<file path="config.mk">
export PLATFORM = sky130hd
export DESIGN_NAME = swrst_ctrl
export DESIGN_NICKNAME = d
export VERILOG_FILES = /design/src/rtl/swrst_pkg.sv /design/src/rtl/swrst_domain.sv /design/src/rtl/swrst_bits.sv /design/src/rtl/swrst_ctrl.sv
export SDC_FILE = /design/constraint.sdc
export NUM_CORES = 1
export LEC_CHECK = 0
export ABC_CLOCK_PERIOD_IN_PS = 3400
export BUFFER_PORTS_ARGS = -buffer_cell sky130_fd_sc_hd__buf_4
export CAP_MARGIN = 20
export CORE_MARGIN = 2
export CORE_UTILIZATION = 36
export DETAILED_ROUTE_END_ITERATION = 12
export PLACE_DENSITY_LB_ADDON = 0.05
export REMOVE_ABC_BUFFERS = 1
export SKIP_LAST_GASP = 1
export SYNTH_ARGS = -nofsm -noshare
export SYNTH_HDL_FRONTEND = slang
export SYNTH_SLANG_ARGS = --single-unit
</file>
<file path="constraint.sdc">
create_clock -name clk -period 3.4 [get_ports clk]
set_input_delay 0.68 -clock clk [delete_from_list [all_inputs] [get_ports clk]]
set_output_delay 0.68 -clock clk [all_outputs]
set_load 0.01 [all_outputs]
</file>
<file path="src/rtl/swrst_pkg.sv">
`timescale 1ns/1ps
package swrst_pkg;
  localparam int NUM_DOM = 14;
  localparam int NUM_REQ = 16;
  localparam int REQ_SYS = 14;

  localparam logic [NUM_DOM-1:0] MASK_PERIPH = 14'h1FF9;
  localparam logic [NUM_DOM-1:0] MASK_SOFT   = 14'h1FFD;
  localparam logic [NUM_DOM-1:0] MASK_ALL    = 14'h3FFF;

  // Register bit position of each request (software-visible layout).
  function automatic int req_pos(input int i);
    case (i)
      0: return 0;   1: return 1;   2: return 2;
      3: return 5;   4: return 6;   5: return 7;
      6: return 11;  7: return 12;  8: return 13;
      9: return 14;  10: return 16; 11: return 17;
      12: return 29; 13: return 30; 14: return 31;
      default: return 0;
    endcase
  endfunction

  // Which register (0 or 1) holds the request.
  function automatic logic req_reg(input int i);
    return (i == NUM_REQ - 1);
  endfunction

  // Domains reached by each request.
  function automatic logic [NUM_DOM-1:0] req_mask(input int i);
    case (i)
      12: return MASK_SOFT;
      13: return MASK_PERIPH;
      14: return MASK_ALL;
      15: return NUM_DOM'(1) << 12;
      default: return NUM_DOM'(1) << i;
    endcase
  endfunction
endpackage

</file>
<file path="src/rtl/swrst_domain.sv">
`timescale 1ns/1ps
module swrst_domain #(
  parameter int HOLD = 4
) (
  input  logic clk,
  input  logic rst_n,
  input  logic start_i,
  input  logic done_i,
  output logic rst_o,
  output logic busy_o
);
  localparam int CW = $clog2(HOLD + 1);

  typedef enum logic [1:0] {D_IDLE, D_HOLD, D_WAIT} dstate_t;
  dstate_t       state_q;
  logic [CW-1:0] cnt_q;

  always_ff @(posedge clk) begin
    if (!rst_n) begin
      state_q <= D_IDLE;
      cnt_q   <= '0;
    end else if (start_i) begin
      state_q <= D_HOLD;
      cnt_q   <= CW'(HOLD - 1);
    end else begin
      case (state_q)
        D_HOLD: begin
          if (cnt_q == '0) state_q <= D_WAIT;
          else             cnt_q   <= cnt_q - 1'b1;
        end
        D_WAIT: if (done_i) state_q <= D_IDLE;
        default: ;
      endcase
    end
  end

  assign rst_o  = (state_q == D_HOLD);
  assign busy_o = (state_q != D_IDLE);

  // Pulse-length observer for the hold check.
  logic [CW:0] run_q;
  always_ff @(posedge clk) begin
    if (!rst_n)                run_q <= '0;
    else if (!rst_o)           run_q <= '0;
    else if (run_q != '1)      run_q <= run_q + 1'b1;
  end

  assert_hold_len_R5: assert property (@(posedge clk) disable iff (!rst_n)
    $fell(rst_o) |-> (run_q >= (CW+1)'(HOLD)));

  assert_rise_on_start_R5: assert property (@(posedge clk) disable iff (!rst_n)
    $rose(rst_o) |-> $past(start_i));
endmodule

</file>
<file path="src/rtl/swrst_bits.sv">
`timescale 1ns/1ps
module swrst_bits
  import swrst_pkg::*;
(
  input  logic               clk,
  input  logic               rst_n,
  input  logic               wr_en,
  input  logic               wr_sel,
  input  logic [31:0]        wr_data,
  input  logic               rd_sel,
  input  logic [NUM_DOM-1:0] dom_busy,
  output logic [NUM_DOM-1:0] start_o,
  output logic               sys_busy_o,
  output logic [31:0]        rd_data
);
  logic [NUM_REQ-1:0] pend_q, pend_d, hit, cov_busy;
  logic               sys_done;
  logic               unused_wr;

  assign unused_wr = ^wr_data;

  for (genvar i = 0; i < NUM_REQ; i++) begin : g_req
    assign hit[i] = wr_en & ~pend_q[REQ_SYS] & (wr_sel == req_reg(i))
                  & wr_data[req_pos(i)];
    assign cov_busy[i] = |(req_mask(i) & dom_busy);

    assert_set_drives_R6: assert property (@(posedge clk) disable iff (!rst_n)
      $rose(pend_q[i]) |-> cov_busy[i]);
  end

  always_comb begin
    start_o = '0;
    for (int i = 0; i < NUM_REQ; i++)
      if (hit[i]) start_o = start_o | req_mask(i);
  end

  assign sys_done = pend_q[REQ_SYS] & ~cov_busy[REQ_SYS];

  always_comb begin
    if (sys_done) pend_d = '0;
    else          pend_d = hit | (pend_q & cov_busy);
  end

  always_ff @(posedge clk) begin
    if (!rst_n) pend_q <= '0;
    else        pend_q <= pend_d;
  end

  always_comb begin
    rd_data = '0;
    for (int i = 0; i < NUM_REQ; i++)
      if (req_reg(i) == rd_sel) rd_data[req_pos(i)] = pend_q[i];
  end

  assign sys_busy_o = pend_q[REQ_SYS];
endmodule

</file>
<file path="src/rtl/swrst_ctrl.sv">
`timescale 1ns/1ps
module swrst_ctrl
  import swrst_pkg::*;
#(
  parameter int HOLD = 4
) (
  input  logic               clk,
  input  logic               rst_n,
  input  logic               wr_en,
  input  logic               wr_sel,
  input  logic [31:0]        wr_data,
  input  logic               rd_sel,
  output logic [31:0]        rd_data,
  input  logic [NUM_DOM-1:0] dom_done,
  output logic [NUM_DOM-1:0] dom_rst
);
  logic [NUM_DOM-1:0] start, busy;
  logic               sys_busy;

  swrst_bits u_bits (
    .clk        (clk),
    .rst_n      (rst_n),
    .wr_en      (wr_en),
    .wr_sel     (wr_sel),
    .wr_data    (wr_data),
    .rd_sel     (rd_sel),
    .dom_busy   (busy),
    .start_o    (start),
    .sys_busy_o (sys_busy),
    .rd_data    (rd_data)
  );

  for (genvar d = 0; d < NUM_DOM; d++) begin : g_dom
    swrst_domain #(.HOLD(HOLD)) u_dom (
      .clk     (clk),
      .rst_n   (rst_n),
      .start_i (start[d]),
      .done_i  (dom_done[d]),
      .rst_o   (dom_rst[d]),
      .busy_o  (busy[d])
    );
  end

  assert_sys_block_R9: assert property (@(posedge clk) disable iff (!rst_n)
    (sys_busy && $past(sys_busy)) |-> ((dom_rst & ~$past(dom_rst)) == '0));

  assert_sys_quiet_R9: assert property (@(posedge clk) disable iff (!rst_n)
    $fell(sys_busy) |-> (busy == '0));

  assert_hold_scope_R2: assert property (@(posedge clk) disable iff (!rst_n)
    $rose(dom_rst[13]) |-> (dom_rst == MASK_ALL));
endmodule

</file>
==> summary.txt <==
Post-Place Cell Area: 0.00494 mm^2
Core area: 0.0121 mm^2
Die Y: 116 um
DIE AREA: 0.0134 mm^2
Synthesis-to-finish area growth: 15.9%
Initial Utilization: 0.371
IO Pins: 97
Total power: 2.43 mW
Nets: 655
PD cells: 467 mW/mm^2
Top-count cell post-synth: dfxtp_1
DR vias: 3472
EDFF count, synth: 0
Type of the most critical hold path: reg2reg
CP delay by family, top: multiplexers
CTS tree: done
Yosys cell types: 44
Worst setup margin: 1.30 ns
Largest net degree at the start of global routing: 62
Slew @ Worst Pin: 0.783 ns
Startpoint types: input pin
Root Driver: clkbuf_16
Total wire length: 9330 um
Global-route wire length before repair: 15700 um
Gpl congestion: 0.740
Share of the synthesized area in the top cell type: 0.383
Clock-pin slew on the worst setup and hold paths: 0.06 ns
Share of cells above drive strength 1: 0.164
# diodes: 0
Gr usage total: 0.151
Ys Warns: 0
DR WL/cell: 12.5 um
Finished Layout Cells: 748
Min Tclk post-route: 2.10 ns
# rows: 40
Cell area after synthesis: 0.00449 mm^2
Max-slew violations: 0
Initial antenna violation count: 0
Setup WS pre-CTS: 1.24 ns
Arr. time, crit path: 1.42 ns
Synth Instances: 530
CTS buffer count: 9
Cell type with the largest total area after synthesis: dfxtp_1
Overflow after GRT: 0
# resized after CTS: 0
Clock Skew: 0.00807 ns
Most frequent cell on the critical path: buf_4
Buffer and inverter count on the worst path: 2
Die W: 116 um
Crit path cell chain: buf_4 > mux2_2 > buf_4
Setup violators final: 0
Dpl cells: 733
Iter 0 DRT Violations: 144
Number of max-cap violations: 0
Post-synth top flop: dfxtp_1
Port buffer count: 62
Final instance area: 0.00521 mm^2
H-tree Lvls: 3
CP required: 2.72 ns
Top post-synthesis cells by count: 86 x dfxtp_1, 56 x inv_1, 54 x o21ai_0, 53 x nand2_1, 41 x a21boi_0
CTS Sinks: 86
Leakage Power: 2.07 nW
Hpwl dp: 6450 um
Worst hold slack: 0.471 ns
Setup bufs post-CTS: 0
CP peak stage delay: 0.37 ns
Final period util: 0.619
Final setup TNS: 0 ns
Sequential fraction of the synthesis area: 0.383
FF+latch count, synth: 86
# DRC: 0
Worst-path cell with the longest stage delay: mux2_2
CP Class: in2out
RSZ-0062 raised after global routing: false
Syn Area/Cell: 8.47 um^2
Area contributors post-synth: dfxtp_1 38%, ha_1 7.8%, a21boi_0 6.9%
Critical path peak fanout: 15
CTS max path bufs: 2
Fmax: 475 MHz
Final ANT Viol Nets: 0
Drt via density: 4.64
CTS Hold Bufs: 0
Peak supply drop: 0.276 mV
Finished Core Util: 0.430
Worst R2R Setup Slack: 1.35 ns
Async S/R FF share, synth: 0
Worst-skew pair later-pin latency: 0.34 ns
Status: finished clean
Final hold violations: 0
First-pass detailed-route iteration total: 4
Vias in the first global route: 3260
CP Capture Type: primary output
Slew headroom: 0.478
## worst register-to-register path, stage by stage (launching register included)
cell	delay (ns)
dfxtp_1	0.35
nor4_1	0.41
nand3_1	0.28
o31ai_4	0.77
nor2_1	0.10
## kinds of logic (layout without fill, tap and decap cells)
family | after synthesis | count (layout) | synth area share
AO/OA/AOI/OAI | 152 | 152 | 0.215
XOR/XNOR | 15 | 15 | 0.0293
multiplexers | 1 | 1 | 0.00251
AND/OR/NAND/NOR | 147 | 147 | 0.177
other | 1 | 17 | 0.000835
buffers and inverters | 100 | 134 | 0.114
flip-flops | 86 | 86 | 0.383
adder cells (fa/ha/maj) | 28 | 28 | 0.0780
## path summary, 6_finish.rpt
kind	from	end	cells past startpoint
worst max-delay path	rd_sel	rd_data[0]	3
worst min register to register	u_bits.pend_q[0]	u_bits.pend_q[0]	2
worst min-delay path	u_bits.pend_q[0]	u_bits.pend_q[0]	2
worst max register to register	g_dom[9].u_dom.state_q[1]	u_bits.pend_q[14]	4
## power breakdown
part | total (mW) | leakage (nW) | internal (mW) | switching [mW]
Combinational | 0.391 | 1.24 | 0.179 | 0.213
Sequential | 1.12 | 0.704 | 1.07 | 0.0503
Clock | 0.915 | 0.133 | 0.531 | 0.384
## cell usage in the layout (no fill, tap or decap), drive strengths merged
master,synthesis,layout
nor2,15,15
a21boi,43,43
a211oi,10,10
o21ai,64,64
buf,38,63
nand3b,1,1
o211ai,2,2
mux2,1,1
nor3b,11,11
or3,4,4
and2,4,4
nand4b,1,1
ha,28,28
xnor2,14,14
or2b,1,1
xor2,1,1
nor2b,28,28
a21oi,30,30
a31oi,1,1
inv,56,56
clkinv,0,1
nor3,1,1
dfxtp,86,86
conb,1,17
clkbuf,6,14
nand3,8,8
nand2,53,53
nor4,6,6
nand2b,10,10
nand4,2,2
o31ai,2,2
and2b,2,2
## state kept, by name, indices dropped and copies added (netlist names)
name and flops:
g_dom.u_dom.cnt_q 42, g_dom.u_dom.state_q 28, u_bits.pend_q 16
## metal layers
layer,up-vias,routed length [um],GRT usage
li1,1829,-,-
met5,-,0,0
met4,0,112,0.0452
met2,55,4340,0.246
met3,8,411,0.0486
met1,1580,4460,0.193
## cell type report
type | instances | area (um^2)
Timing Repair Buffer | 63 | 473
Sequential cell | 86 | 1720
Clock buffer | 14 | 264
Fill cell | 1288 | 6910
Multi-Input combinational cell | 360 | 2320
Clock inverter | 1 | 5.00
Tap cell | 168 | 210
Inverter | 56 | 210
Power figures use the tool's default switching activity.
